## src/rtl/lane_steer_pkg.sv

```systemverilog
package lane_steer_pkg;

  localparam int LANE_W = 8;
  localparam int LANES  = 4;
  localparam int DATA_W = LANE_W * LANES;

  typedef enum logic [1:0] {
    SZ_BYTE = 2'b00,
    SZ_HALF = 2'b01,
    SZ_WORD = 2'b10,
    SZ_RSVD = 2'b11
  } acc_size_e;

  typedef enum logic [2:0] {
    ST_IDLE,
    ST_MEMREQ,
    ST_MEMWAIT,
    ST_CPURSP,
    ST_FAULT
  } adp_state_e;

  // strobes from control to datapath
  typedef struct packed {
    logic captureReq;
    logic captureRsp;
  } dp_strobe_t;

  function automatic logic [2:0] byteCount(input logic [1:0] sz);
    case (sz)
      SZ_BYTE: byteCount = 3'd1;
      SZ_HALF: byteCount = 3'd2;
      SZ_WORD: byteCount = 3'd4;
      default: byteCount = 3'd0;
    endcase
  endfunction

endpackage

```

## src/rtl/lane_steer_dpath.sv

```systemverilog
module lane_steer_dpath
  import lane_steer_pkg::*;
#(
  parameter int ADDR_W     = 32,
  parameter bit BIG_ENDIAN = 1'b0
) (
  input  logic              clk,
  input  logic              rstN,
  input  dp_strobe_t        strobe,
  input  logic              cpuWrite,
  input  logic [ADDR_W-1:0] cpuAddr,
  input  logic [1:0]        cpuSize,
  input  logic [DATA_W-1:0] cpuWdata,
  input  logic [DATA_W-1:0] memRdata,
  output logic              reqLegal,
  output logic              memWrite,
  output logic [ADDR_W-1:0] memAddr,
  output logic [LANES-1:0]  memByteEn,
  output logic [DATA_W-1:0] memWdata,
  output logic [DATA_W-1:0] cpuRdata
);

  localparam int OFS_W = $clog2(LANES);

  logic [ADDR_W-1:0] addrQ;
  logic [2:0]        cntQ;
  logic              writeQ;
  logic [DATA_W-1:0] wdataQ;
  logic [DATA_W-1:0] rdataQ;
  logic [DATA_W-1:0] steered;
  logic [OFS_W-1:0]  offQ;

  // size/offset legality of the incoming request
  always_comb begin
    case (acc_size_e'(cpuSize))
      SZ_BYTE: reqLegal = 1'b1;
      SZ_HALF: reqLegal = ~cpuAddr[0];
      SZ_WORD: reqLegal = (cpuAddr[1:0] == 2'b00);
      default: reqLegal = 1'b0;
    endcase
  end

  always_ff @(posedge clk) begin
    if (!rstN) begin
      addrQ  <= '0;
      cntQ   <= '0;
      writeQ <= 1'b0;
      wdataQ <= '0;
    end else if (strobe.captureReq) begin
      addrQ  <= cpuAddr;
      cntQ   <= byteCount(cpuSize);
      writeQ <= cpuWrite;
      wdataQ <= cpuWdata;
    end
  end

  always_ff @(posedge clk) begin
    if (!rstN) begin
      rdataQ <= '0;
    end else if (strobe.captureRsp) begin
      rdataQ <= writeQ ? '0 : steered;
    end
  end

  assign offQ     = addrQ[OFS_W-1:0];
  assign memAddr  = {addrQ[ADDR_W-1:OFS_W], {OFS_W{1'b0}}};
  assign memWrite = writeQ;
  assign cpuRdata = rdataQ;

  // write side: per memory lane, decide enable and pick the source byte
  for (genvar L = 0; L < LANES; L++) begin : g_wlane
    localparam logic [2:0] LANE_OFS = BIG_ENDIAN ? 3'(LANES - 1 - L) : 3'(L);
    logic [2:0]       rel;
    logic             hit;
    logic [OFS_W-1:0] slot;

    assign rel  = LANE_OFS - {1'b0, offQ};
    assign hit  = (LANE_OFS >= {1'b0, offQ}) && (rel < cntQ);
    assign slot = BIG_ENDIAN ? 2'(3'(LANES - 1) - rel) : rel[OFS_W-1:0];

    assign memByteEn[L]               = hit;
    assign memWdata[LANE_W*L +: LANE_W] = hit ? wdataQ[LANE_W*slot +: LANE_W] : '0;
  end

  // read side: per processor byte slot, fetch from the lane or zero-fill
  for (genvar P = 0; P < LANES; P++) begin : g_rslot
    localparam logic [OFS_W-1:0] REL = BIG_ENDIAN ? 2'(LANES - 1 - P) : 2'(P);
    logic             want;
    logic [OFS_W-1:0] lane;

    assign want = ({1'b0, REL} < cntQ);
    assign lane = BIG_ENDIAN ? 2'(2'(LANES - 1) - (offQ + REL)) : 2'(offQ + REL);
    assign steered[LANE_W*P +: LANE_W] = want ? memRdata[LANE_W*lane +: LANE_W] : '0;
  end

endmodule

```

## src/rtl/lane_steer_ctrl.sv

```systemverilog
module lane_steer_ctrl
  import lane_steer_pkg::*;
(
  input  logic       clk,
  input  logic       rstN,
  input  logic       cpuReqValid,
  input  logic       reqLegal,
  input  logic       memReqReady,
  input  logic       memRspValid,
  input  logic       cpuRspReady,
  output logic       cpuReqReady,
  output logic       memReqValid,
  output logic       cpuRspValid,
  output logic       cpuMisalign,
  output dp_strobe_t strobe
);

  adp_state_e stateQ, stateD;

  always_comb begin
    stateD            = stateQ;
    strobe.captureReq = 1'b0;
    strobe.captureRsp = 1'b0;
    case (stateQ)
      ST_IDLE: begin
        if (cpuReqValid) begin
          if (reqLegal) begin
            strobe.captureReq = 1'b1;
            stateD            = ST_MEMREQ;
          end else begin
            stateD = ST_FAULT;
          end
        end
      end
      ST_MEMREQ:  if (memReqReady) stateD = ST_MEMWAIT;
      ST_MEMWAIT: begin
        if (memRspValid) begin
          strobe.captureRsp = 1'b1;
          stateD            = ST_CPURSP;
        end
      end
      ST_CPURSP:  if (cpuRspReady) stateD = ST_IDLE;
      ST_FAULT:   stateD = ST_IDLE;
      default:    stateD = ST_IDLE;
    endcase
  end

  always_ff @(posedge clk) begin
    if (!rstN) stateQ <= ST_IDLE;
    else       stateQ <= stateD;
  end

  assign cpuReqReady = (stateQ == ST_IDLE);
  assign memReqValid = (stateQ == ST_MEMREQ);
  assign cpuRspValid = (stateQ == ST_CPURSP);
  assign cpuMisalign = (stateQ == ST_FAULT);

endmodule

```

## src/rtl/lane_steer_adapter.sv

```systemverilog
module lane_steer_adapter
  import lane_steer_pkg::*;
#(
  parameter int ADDR_W     = 32,
  parameter bit BIG_ENDIAN = 1'b0
) (
  input  logic              clk,
  input  logic              rstN,
  input  logic              cpuReqValid,
  output logic              cpuReqReady,
  input  logic              cpuWrite,
  input  logic [ADDR_W-1:0] cpuAddr,
  input  logic [1:0]        cpuSize,
  input  logic [31:0]       cpuWdata,
  output logic              cpuRspValid,
  input  logic              cpuRspReady,
  output logic [31:0]       cpuRdata,
  output logic              cpuMisalign,
  output logic              memReqValid,
  input  logic              memReqReady,
  output logic              memWrite,
  output logic [ADDR_W-1:0] memAddr,
  output logic [3:0]        memByteEn,
  output logic [31:0]       memWdata,
  input  logic              memRspValid,
  input  logic [31:0]       memRdata
);

  dp_strobe_t strobe;
  logic       reqLegal;

  lane_steer_ctrl u_ctrl (
    .clk         (clk),
    .rstN        (rstN),
    .cpuReqValid (cpuReqValid),
    .reqLegal    (reqLegal),
    .memReqReady (memReqReady),
    .memRspValid (memRspValid),
    .cpuRspReady (cpuRspReady),
    .cpuReqReady (cpuReqReady),
    .memReqValid (memReqValid),
    .cpuRspValid (cpuRspValid),
    .cpuMisalign (cpuMisalign),
    .strobe      (strobe)
  );

  lane_steer_dpath #(
    .ADDR_W     (ADDR_W),
    .BIG_ENDIAN (BIG_ENDIAN)
  ) u_dpath (
    .clk       (clk),
    .rstN      (rstN),
    .strobe    (strobe),
    .cpuWrite  (cpuWrite),
    .cpuAddr   (cpuAddr),
    .cpuSize   (cpuSize),
    .cpuWdata  (cpuWdata),
    .memRdata  (memRdata),
    .reqLegal  (reqLegal),
    .memWrite  (memWrite),
    .memAddr   (memAddr),
    .memByteEn (memByteEn),
    .memWdata  (memWdata),
    .cpuRdata  (cpuRdata)
  );

endmodule

```

## config.mk

```make
export PLATFORM = sky130hd
export DESIGN_NAME = lane_steer_adapter
export DESIGN_NICKNAME = d
export VERILOG_FILES = /design/src/rtl/lane_steer_pkg.sv /design/src/rtl/lane_steer_dpath.sv /design/src/rtl/lane_steer_ctrl.sv /design/src/rtl/lane_steer_adapter.sv
export SDC_FILE = /design/constraint.sdc
export NUM_CORES = 1
export LEC_CHECK = 0
export BUFFER_PORTS_ARGS = -buffer_cell sky130_fd_sc_hd__buf_2
export CAP_MARGIN = 15
export CORE_MARGIN = 1
export CORE_UTILIZATION = 45
export DETAILED_ROUTE_END_ITERATION = 10
export PLACE_DENSITY = 0.8
export SLEW_MARGIN = 20
export SYNTH_ARGS = -nofsm -noshare
export SYNTH_HDL_FRONTEND = slang
export SYNTH_HIERARCHICAL = 1
export SYNTH_SLANG_ARGS = --single-unit
```

## constraint.sdc

```tcl
create_clock -name clk -period 2.9 [get_ports clk]
set_input_delay 0.435 -clock clk [delete_from_list [all_inputs] [get_ports clk]]
set_output_delay 0.435 -clock clk [all_outputs]
set_load 0.02 [all_outputs]
```

# Yosys cells after proc, flatten, opt, wreduce, memory -nomap -nowiden

Cells that the tools add are included.

Shifts and indexed selects: 8
Bitwise logic cells: 1
Div/mod/pow operators: 0
Muxes and demuxes: 22
Order comparisons: 11
Multipliers: 0
$add $sub $neg: 7
Equal/unequal tests: 10
Reduce and logical (&&, ||, !) cells: 7

Operator list:

| kind                  | count |
|---|---|
| $shiftx A32 B6 Y8     | 8 |
| $mux W8               | 8 |
| $mux W32              | 1 |
| $mux W3               | 5 |
| $lt A3 B3 Y1          | 4 |
| $pmux W3 S4           | 1 |
| $pmux W3 S3           | 1 |
| $eq A3 B2 Y1 const B  | 2 |
| $lt A1 B3 Y1 const A  | 2 |
| $lt A2 B3 Y1 const A  | 2 |
| $sub A1 B2 Y3 const A | 2 |
| $sub A2 B2 Y3 const A | 2 |
| $mux W1               | 5 |
| $add A2 B2 Y2 const B | 2 |
| $ge A1 B2 Y1 const A  | 2 |
| $logic_not A2 Y1      | 2 |
| $ne A2 B1 Y1 const B  | 2 |
| $ne A2 B2 Y1 const B  | 2 |
| $reduce_and A4 Y1     | 1 |
| $eq A3 B1 Y1 const B  | 1 |
| $eq A3 B3 Y1 const B  | 1 |
| $logic_and A1 B1 Y1   | 3 |
| $logic_not A3 Y1      | 1 |
| $pmux W1 S3           | 1 |
| other kinds (5)       | 5 |

Latch bits: 0
Output and inout bits: 105
Bits of input ports: 105
Register bits: 103
RAM bits: 0
Memories kept: 0
Bits in read-only memories: 0
Word-level logic and storage cells: 72

# Depth between registers and ports, before layout

Gate-level depths: netlist (run 1).

Depth after elaboration: 5
Gate-level depth with buffers: 14
Mapped depth without buffers: 6

# Modules after synthesis

The synthesis (run 1) kept the hierarchy.

By module, submodules not included:

| module           | times used | area an instance (sq um) | seq. area each (sq um) | cells each |
|---|---|---|---|---|
| lane_steer_dpath | 1          | 6,002.0                  | 2,001.9                | 535 |
| lane_steer_ctrl  | 1          | 211.5                    | 60.1                   | 21 |

# Worst setup path before layout (run 1)

No wires, ideal clock.

Kind: register -> output
From: register u_dpath.addrQ[0]
To: output port memWdata[16]
Data required time: 2,465 ps
Data arrival time: 2,981 ps
Path buffers: 7
Cell stages (with the launch flop): 14
Slack: -516 ps
Path through: dfxtp_1 -> buf_6 -> buf_6 -> buf_4 -> inv_1 -> ha_1 -> buf_4 -> buf_6 -> clkinv_1 -> buf_2 -> ha_1 -> a21o_1 -> clkbuf_1 -> a211oi_1

Word-level cells in the longest chain between the ends: 4
Elaborated cells between the ends (all ways): 6
Classes of those cells: 1 x add/sub; 2 x order compare; 1 x shift; 1 x mux; 1 x reduce/logical

Ends and longest elaborated chain:

| element                                               | line                     | RTL |
|---|---|---|
| from (decl)                                           | lane_steer_dpath.sv:25   | `logic [ADDR_W-1:0] addrQ;` |
| from (signal assigned)                                | lane_steer_dpath.sv:50   | `addrQ <= cpuAddr;` |
| branches (longest 3 deep; another with $sub A2 B2 Y3) | n/a                      |  |
| $mux W8 *                                             | lane_steer_dpath.sv:82   | `assign memWdata[LANE_W*L +: LANE_W] = hit ? wdataQ[LANE_W*slot +: LANE_W] : '0;` |
| to (decl)                                             | lane_steer_adapter.sv:24 | `output logic [31:0] memWdata,` |

Mark *: on every way between the ends.

# Final worst setup path (run 1)

From: register u_dpath.addrQ[1]
To: output port memWdata[6]

Word-level cells in the longest chain between the ends: 4
Elaborated cells between the ends (all ways): 6
Classes of those cells: 1 x add/sub; 2 x order compare; 1 x shift; 1 x mux; 1 x reduce/logical

Ends and longest elaborated chain:

| element                                               | line |
|---|---|
| branches (longest 3 deep; another with $sub A1 B2 Y3) | n/a |
| $mux W8 *                                             | lane_steer_dpath.sv:82 |

Marks and branches as above.

==> impl_metrics.json, run 1 <==
{
  "fin_nets": 822,
  "wl_per_cell_um": 18.0,
  "clock-sinks": 103,
  "insertion_delay_ns": 0.35,
  "hold_viol": 0,
  "wirelength_um": 15900,
  "firstDrtPassIters": 4,
  "ys_seq_area_frac": 0.332,
  "clk_root_buffer_cell": "clkbuf_16",
  "core-area_um2": 13300,
  "gp_congestion": 0.830,
  "rsz0062_at_grt": "no",
  "track_usage": 0.228,
  "totalPowerFinal_mw": 3.51,
  "htree_levels": 3,
  "synth.area.mux_share": 0.324,
  "io_buffers": 207,
  "vdd_ir_drop_max_uv": 337,
  "end_kind": "output pin",
  "finalSetupViolCount": 0,
  "syn_inst": 556,
  "synth_fa_ha_area_frac": 0.0222,
  "postSynth.asyncResetShare": 0,
  "ys_warn_count": 6,
  "yosys-top-cells-count": "103 x dfxtp_1, 82 x mux2i_1, 67 x nor2b_1",
  "cp_max_fo": 9,
  "first_global_vias": 5008,
  "period_share": 0.955,
  "overflow": 0,
  "synth_compound_area_frac": 0.0840,
  "final_util": 0.560,
  "start_kind": "register",
  "grt_max_degree": 72,
  "period_minus_slack_ns": 2.77,
  "crit_arrival_ns": 2.33,
  "drc_errors": 0,
  "max_slew_margin": 0.464,
  "start_util": 0.466,
  "area_delta_synth_final_pct": 20.2,
  "fmax_ghz": 0.361,
  "fin_worst_skew_ns": 0.00787,
  "status": "finished, final reports clean",
  "fp.dieH_um": 120,
  "dieArea_um2": 14300,
  "cts_hold_buf": 0,
  "synthTopCellsByArea": "dfxtp_1 33%, mux2i_1 13%, mux4_1 10%",
  "synth.most_common_cell": "dfxtp_1",
  "worst_pin_slew_ns": 0.802,
  "grt_pass1_wl_um": 25500,
  "setup_tns_ns": 0,
  "synth_top_family_by_area": "multiplexers",
  "hold_path_class": "in -> reg",
  "viasPerCell": 5.53,
  "drive_above_1_share": 0.395,
  "max_cap_violations": 0,
  "synthDistinctLibCells": 40,
  "postRouteAntennaNets": 0,
  "synth_area_um2": 6210,
  "ios": 210,
  "worstSetupPathType": "reg -> out",
  "synth_seq_cells": 103,
  "power.density_nw_per_um2": 469,
  "numCtsBuffers": 9,
  "synth_ff_type": "dfxtp_1",
  "cts_buffer_depth": 2,
  "required_ns": 2.47,
  "num_rows": 42,
  "postSynthAreaPerCell_um2": 11.2,
  "synth_top_cell_by_area": "dfxtp_1",
  "maxSlewViolCount": 0,
  "antenna_cells": 0,
  "synth-simple-area-share": 0.132,
  "yosys.area.top_type_share": 0.332,
  "synth-xor-area-share": 0,
  "synth_edf_count": 0,
  "antenna_found_initial": 1,
  "hpwl_um": 11600,
  "fillCellCount": 1163,
  "cts.clk_slew.worst_paths_ns": 0.08,
  "p_leak_nw": 3.17,
  "vias": 4905,
  "drtIter0Drc": 318,
  "dieWidth_um": 120,
  "cts_tree": "built"
}
[cells by family after synthesis]
group	count (synthesis)
buffers and inverters	104
DFF	103
and+or+nand+nor	142
muxes	131
adders and majority gates	11
other	1
AOI/OAI and AO/OA	64
[registers in the layout, indices dropped and copies added, names as in the netlist]
name and count:
u_dpath/cntQ 3, u_dpath/memWrite 1, u_ctrl/stateQ 3, u_dpath/wdataQ 32
u_dpath/addrQ 32, u_dpath/cpuRdata 32
[cell type report]
class / instances / area, µm² / share of cell area
Tap cell: 176 / 220 / 0.0295
Timing Repair Buffer: 219 / 1170 / 0.157
Multi-Input combinational cell: 350 / 3630 / 0.486
Clock buffer: 9 / 225 / 0.0302
Sequential cell: 103 / 2070 / 0.277
Inverter: 23 / 91.3 / 0.0122
Clock inverter: 7 / 62.6 / 0.00838
[worst max-delay path, cell delays in order, from the launching register on]
cell,delay [ns]
dfxtp_2,0.35
inv_1,0.11
ha_4,0.34
ha_1,0.24
a21o_1,0.28
a211oi_1,0.42
buf_2,0.24
[cells in the final DEF, fill, tap and decap left out, types with 3 or more instances in the layout]
master / count
clkbuf_16: 9
dfxtp_1: 101
mux4_1: 24
mux4_2: 25
a32o_1: 16
nor3b_1: 11
a22o_1: 16
buf_4: 7
nor2_1: 5
inv_1: 22
a211oi_1: 8
a211oi_4: 8
mux2i_1: 82
buf_2: 207
and2_1: 10
nand2_1: 35
buf_12: 3
ha_1: 9
nor2b_1: 66
inv_6: 3
nor3_1: 3
a21oi_1: 6
[per-layer routing]
layer  up-vias  track usage  part of all wire
li1       2283            -                 -
met1      2386        0.280              0.41
met2       211        0.389              0.50
met3        23       0.0456             0.069
met4         2       0.0922             0.017
met5         -            0            0.0010
[final timing paths]
| kind | from | to | slack [ns] | cells past startpoint |
|---|---|---|---|---|
| hold reg to reg | u_dpath/cpuRdata[28]$_SDFFE_PN0P_ | u_dpath/cpuRdata[28]$_SDFFE_PN0P_ | 0.48 | 1 |
| setup reg to reg | u_ctrl/stateQ[1]$_SDFFE_PN0P_ | u_dpath/cpuRdata[6]$_SDFFE_PN0P_ | 0.87 | 5 |
| setup / recovery | u_dpath/addrQ[1]$_SDFFE_PN0P_ | memWdata[6] | 0.13 | 6 |
| hold / removal | cpuAddr[16] | u_dpath/addrQ[16]$_SDFFE_PN0P_ | 0.34 | 3 |
[per-stage QoR]
stage	setup slack (ns)	cells	hold WS [ns]	instance area [µm²]
after global placement	0.246	869	0.457	7150
after CTS	0.0101	885	0.318	7450
final	0.131	887	0.335	7470
after floorplan	0.00113	557	0.484	6360
after detailed placement	0.160	869	0.459	7150
after global routing	0.0315	887	0.341	7470
[power by group]
| group | total (mW) | internal [mW] | switching [mW] |
|---|---|---|---|
| registers | 1.53 | 1.47 | 0.0547 |
| logic | 0.782 | 0.359 | 0.423 |
| clock network | 1.20 | 0.605 | 0.594 |
[repair_timing]
item,4_1_cts,5_1_grt
endpoints found under the hold margin,0,0
pin swaps,0,1
resized for setup,3,2
setup buffers,0,2
endpoints found under the setup margin,9,13
Note: power is estimated with default switching activity, not from simulation.
==> run 2, diff against run 1 <==
--- a/config.mk
+++ b/config.mk
@@ -7,10 +7,13 @@
 export LEC_CHECK = 0
 export BUFFER_PORTS_ARGS = -buffer_cell sky130_fd_sc_hd__buf_2
 export CAP_MARGIN = 15
+export CELL_PAD_IN_SITES_DETAIL_PLACEMENT = 0
+export CELL_PAD_IN_SITES_GLOBAL_PLACEMENT = 1
 export CORE_MARGIN = 1
-export CORE_UTILIZATION = 45
+export CORE_UTILIZATION = 35
+export CTS_CLUSTER_SIZE = 14
 export DETAILED_ROUTE_END_ITERATION = 10
-export PLACE_DENSITY = 0.8
+export PLACE_DENSITY = 0.81
 export SLEW_MARGIN = 20
 export SYNTH_ARGS = -nofsm -noshare
 export SYNTH_HDL_FRONTEND = slang
==> impl_metrics.json, run 2 (synthesized netlist as in run 1, its figures left out) <==
{
  "totalPowerFinal_mw": 3.58,
  "max_slew_margin": 0.517,
  "global_route.usage.met1": 0.223,
  "maxSlewViolCount": 0,
  "htree_levels": 3,
  "power.density_nw_per_um2": 474,
  "drc_errors": 0,
  "insertion_delay_ns": 0.37,
  "ios": 210,
  "antenna_found_initial": 0,
  "start_kind": "register",
  "worstSetupPathType": "reg -> out",
  "numCtsBuffers": 9,
  "layout_common_cells": "207 x buf_2, 101 x dfxtp_1, 82 x mux2i_1, 66 x nor2b_1, 35 x nand2_1",
  "area_delta_synth_final_pct": 21.5,
  "period_share": 0.950,
  "fin_nets": 819,
  "layout_commonest_cell": "buf_2",
  "max_cap_violations": 0,
  "crit_arrival_ns": 2.32,
  "firstDrtPassIters": 4,
  "fmax_ghz": 0.363,
  "use_met2": 0.291,
  "dieWidth_um": 135,
  "cts.clk_slew.worst_paths_ns": 0.09,
  "required_ns": 2.47,
  "finalSetupViolCount": 0,
  "postRouteAntennaNets": 0,
  "use_met3": 0.0614,
  "overflow": 0,
  "first_global_vias": 4550,
  "cp_max_fo": 71,
  "fillCellCount": 1665,
  "hold_viol": 0,
  "period_minus_slack_ns": 2.75,
  "fp.dieH_um": 135,
  "drtIter0Drc": 231,
  "start_util": 0.359,
  "worst_pin_slew_ns": 0.722,
  "timing.hold.ws_ns": 0.318,
  "clk_root_buffer_cell": "clkbuf_16",
  "cts_buffer_depth": 2,
  "hpwl_um": 11900,
  "final_util": 0.436,
  "grt_most_used_layer": "met2",
  "setup_tns_ns": 0,
  "fin_ws_ns": 0.146,
  "end_kind": "output pin",
  "viasPerCell": 5.10,
  "dp_slack_ns": 0.141,
  "p_leak_nw": 3.16,
  "grt_pass1_wl_um": 24800,
  "fin_worst_skew_ns": 0.0165,
  "cts_tree": "built",
  "gp_congestion": 0.799,
  "io_buffers": 207,
  "drive_above_1_share": 0.393,
  "wirelength_um": 16300,
  "hold_path_class": "in -> reg",
  "grt_max_degree": 72,
  "vdd_ir_drop_max_uv": 280,
  "num_rows": 48,
  "core-area_um2": 17300,
  "clock-sinks": 103,
  "track_usage": 0.179,
  "vias": 4765,
  "status": "finished, final reports clean",
  "dieArea_um2": 18300,
  "rsz0062_at_grt": "no",
  "wl_per_cell_um": 17.4
}
-- run 2: per-stage QoR --
| step | cells | cell area [µm²] |
|---|---|---|
| 3_3_place_gp | 916 | 7200 |
| 4_1_cts | 932 | 7530 |
| 2_1_floorplan | 557 | 6360 |
| 5_1_grt | 933 | 7540 |
| 3_5_place_dp | 916 | 7200 |
| 6_report | 934 | 7550 |
-- run 2: final cells by class --
| class | count | area (µm²) | area share |
|---|---|---|---|
| Multi-Input combinational cell | 350 | 3630 | 0.481 |
| Clock buffer | 9 | 225 | 0.0298 |
| Tap cell | 225 | 282 | 0.0373 |
| Inverter | 23 | 98.8 | 0.0131 |
| Sequential cell | 103 | 2070 | 0.274 |
| Antenna cell | 1 | 2.50 | 0.000332 |
| Clock inverter | 7 | 91.3 | 0.0121 |
| Timing Repair Buffer | 216 | 1150 | 0.152 |
-- run 2: final timing paths --
kind                               startpoint                                 to  slack, ns  cells past startpoint
max             u_dpath/addrQ[0]$_SDFFE_PN0P_                       memWdata[22]       0.15                      6
min                                cpuAddr[5]      u_dpath/addrQ[5]$_SDFFE_PN0P_       0.32                      3
max reg2reg     u_ctrl/stateQ[1]$_SDFFE_PN0P_  u_dpath/cpuRdata[14]$_SDFFE_PN0P_       0.94                      5
min reg2reg  u_dpath/cpuRdata[9]$_SDFFE_PN0P_   u_dpath/cpuRdata[9]$_SDFFE_PN0P_       0.47                      1
-- run 2: repair_timing --
item	CTS	global route
pin swaps	1	1
hold endpoints to repair	0	0
setup buffers	0	1
endpoints found under the setup margin	9	13
gates resized for setup	5	1
hold buffers	0	0
-- run 2: power by group --
group          leakage, nW  internal (mW)  switching (mW)
Combinational         2.17          0.358           0.423
Sequential           0.838           1.47          0.0512
Clock                0.154          0.625           0.646
Total                 3.16           2.45            1.12
-- run 2: metal layers --
metal | vias up | wire (µm) | part of all wire
met5 | - | 0 | 0
li1 | 2291 | - | -
met2 | 191 | 7510 | 0.46
met3 | 14 | 1510 | 0.093
met1 | 2269 | 7050 | 0.43
met4 | 0 | 222 | 0.014
-- run 2: worst max-delay path, cell delays in order (launching register included) --
cell and delay, ns:
dfxtp_4 0.36, buf_12 0.23, ha_1 0.26, ha_2 0.16
or2_2 0.50, a211oi_4 0.23, buf_2 0.19
==> run 3, diff against run 2 <==
--- a/config.mk
+++ b/config.mk
@@ -14,6 +14,7 @@
 export CTS_CLUSTER_SIZE = 14
 export DETAILED_ROUTE_END_ITERATION = 10
 export PLACE_DENSITY = 0.81
+export SETUP_SLACK_MARGIN = 0.3
 export SLEW_MARGIN = 20
 export SYNTH_ARGS = -nofsm -noshare
 export SYNTH_HDL_FRONTEND = slang
==> impl_metrics.json, run 3 (synthesized netlist as in run 1, its figures left out) <==
{
  "crit_path_start": "u_dpath/addrQ[1]$_SDFFE_PN0P_",
  "clock-sinks": 103,
  "endpoint": "memWdata[4]",
  "cp_max_fo": 14,
  "worstSetupPathType": "reg -> out",
  "fillCellCount": 1650,
  "ios": 210,
  "max_slew_margin": 0.511,
  "track_usage": 0.190,
  "vdd_ir_drop_max_uv": 282,
  "status": "finished, final reports clean",
  "rrSetupSlack_ns": 0.93,
  "clkPwrFrac": 0.341,
  "met1Wirelength_um": 7220,
  "totalPowerFinal_mw": 3.61,
  "comb_power_share": 0.236,
  "period_minus_slack_ns": 2.57,
  "swShare": 0.314,
  "start_util": 0.359,
  "gp_congestion": 0.826,
  "first_global_vias": 4850,
  "r2r_cells": 5,
  "maxSlewViolCount": 0,
  "wirelength_um": 17000,
  "htree_levels": 3,
  "drtIter0Drc": 267,
  "insertion_delay_ns": 0.36,
  "cts.clk_slew.worst_paths_ns": 0.08,
  "fin_worst_skew_ns": 0.00756,
  "grt_max_degree": 72,
  "fp.dieH_um": 135,
  "regToRegStartpoint": "u_ctrl/stateQ[1]$_SDFFE_PN0P_",
  "r2r-end": "u_dpath/cpuRdata[14]$_SDFFE_PN0P_",
  "p_int_mw": 2.47,
  "multi_input_area_um2": 3760,
  "overflow": 0,
  "fmax_ghz": 0.390,
  "finalSetupViolCount": 0,
  "layout_commonest_cell": "buf_2",
  "power.density_nw_per_um2": 465,
  "layout_common_cells": "194 x buf_2, 101 x dfxtp_1, 82 x mux2i_1, 66 x nor2b_1, 35 x nand2_1",
  "firstDrtPassIters": 4,
  "switchingPower_mw": 1.13,
  "clk_root_buffer_cell": "clkbuf_16",
  "crit_path_frequent_cell": "ha_4",
  "vias": 4962,
  "fin_nets": 827,
  "period_share": 0.885,
  "max_cap_violations": 0,
  "worst_pin_slew_ns": 0.734,
  "dieArea_um2": 18300,
  "fin_ws_ns": 0.334,
  "viasPerCell": 5.27,
  "wl_per_cell_um": 18.1,
  "core-area_um2": 17300,
  "hpwl_um": 12100,
  "p_leak_nw": 3.20,
  "end_kind": "output pin",
  "cts_tree": "built",
  "seq_power_share": 0.423,
  "drc_errors": 0,
  "dp_slack_ns": 0.328,
  "area_delta_synth_final_pct": 25.0,
  "setup_tns_ns": 0,
  "top_layer": "met4",
  "required_ns": 2.47,
  "io_buffers": 207,
  "seqCellArea_um2": 2070,
  "numCtsBuffers": 9,
  "route.met3.wl_um": 1580,
  "crit_slowest_cell": "dfxtp_4",
  "hold_path_class": "in -> reg",
  "grt_pass1_wl_um": 26600,
  "postRouteAntennaNets": 0,
  "path_cells": "inv_4 > ha_4 > buf_12 > ha_4 > a21o_4 > a211oi_2 > buf_4",
  "slowest_delay_ns": 0.38,
  "num_rows": 48,
  "met2_length_um": 8020,
  "antenna_found_initial": 0,
  "drive_above_1_share": 0.425,
  "rsz0062_at_grt": "yes",
  "hold_viol": 0,
  "dieWidth_um": 135,
  "start_kind": "register",
  "crit_arrival_ns": 2.13,
  "cts_buffer_depth": 2
}
[run 3: cell count changes in the layout (fill, tap and decap cells not counted), moves of 4 or more]
cell / before / now
buf_4: 4 / 19
buf_2: 207 / 194
a211oi_1: 8 / 0
a211oi_2: 0 / 8
nor3b_1: 11 / 7
nor3b_2: 1 / 5
[run 3: routing by layer]
layer,global-route usage,vias up
li1,-,2300
met4,0.0568,0
met2,0.316,212
met1,0.232,2433
met3,0.0636,17
met5,0,-
[run 3: stage by stage]
step	hold slack [ns]	utilization	cell area (µm²)	instances
after floorplan	0.484	-	6430	557
after global placement	0.445	0.418	7240	917
after detailed placement	0.456	0.418	7240	917
after CTS	0.310	0.443	7660	937
after global routing	0.322	0.449	7760	941
final	0.325	0.449	7760	942
[run 3: how the worst min path moves through the flow]
stage | start | end | slack [ns] | cells after the start
after CTS | cpuAddr[6] | u_dpath/addrQ[6]$_SDFFE_PN0P_ | 0.31 | 3
after global placement | u_dpath/cpuRdata[8]$_SDFFE_PN0P_ | u_dpath/cpuRdata[8]$_SDFFE_PN0P_ | 0.45 | 1
after global routing | cpuWdata[13] | u_dpath/wdataQ[13]$_SDFFE_PN0P_ | 0.32 | 3
after floorplan | u_dpath/addrQ[10]$_SDFFE_PN0P_ | u_dpath/addrQ[10]$_SDFFE_PN0P_ | 0.48 | 2
after detailed placement | u_dpath/cpuRdata[8]$_SDFFE_PN0P_ | u_dpath/cpuRdata[8]$_SDFFE_PN0P_ | 0.46 | 1
final | cpuWdata[23] | u_dpath/wdataQ[23]$_SDFFE_PN0P_ | 0.32 | 3
[run 3: what timing repair did]
item                                    in CTS  in global routing
gates cloned                                 2                  0
endpoints found under the setup margin      26                 27
pin swaps                                    4                  3
gates resized for setup                     25                 19
hold buffers                                 0                  0
endpoints found under the hold margin        0                  0
buffers inserted                             2                  4
[run 3: critical path, delay by kind of cell (launching register included)]
kind,cells,cell delay (ns)
adder cells (fa/ha/maj),2,0.51
buffers and inverters,3,0.38
flip-flops,1,0.38
AO/OA/AOI/OAI,2,0.49
[run 3: layout make-up]
type	count	area share
sequential	103	0.267
timing repair buffer	222	0.162
inverter	23	0.0131
tap	225	0.0363
clock inverter	6	0.00790
multi-input combinational	352	0.485
clock buffer	10	0.0295
antenna	1	0.000322
[run 3: power groups by stage]
stage,clock [mW],sequential [mW],combinational [mW]
global placement,0,1.55,0.786
global route,1.33,1.54,0.916
CTS,1.27,1.53,0.840
finish,1.23,1.53,0.851
detailed placement,0,1.56,0.794
floorplan,0,1.54,0.641
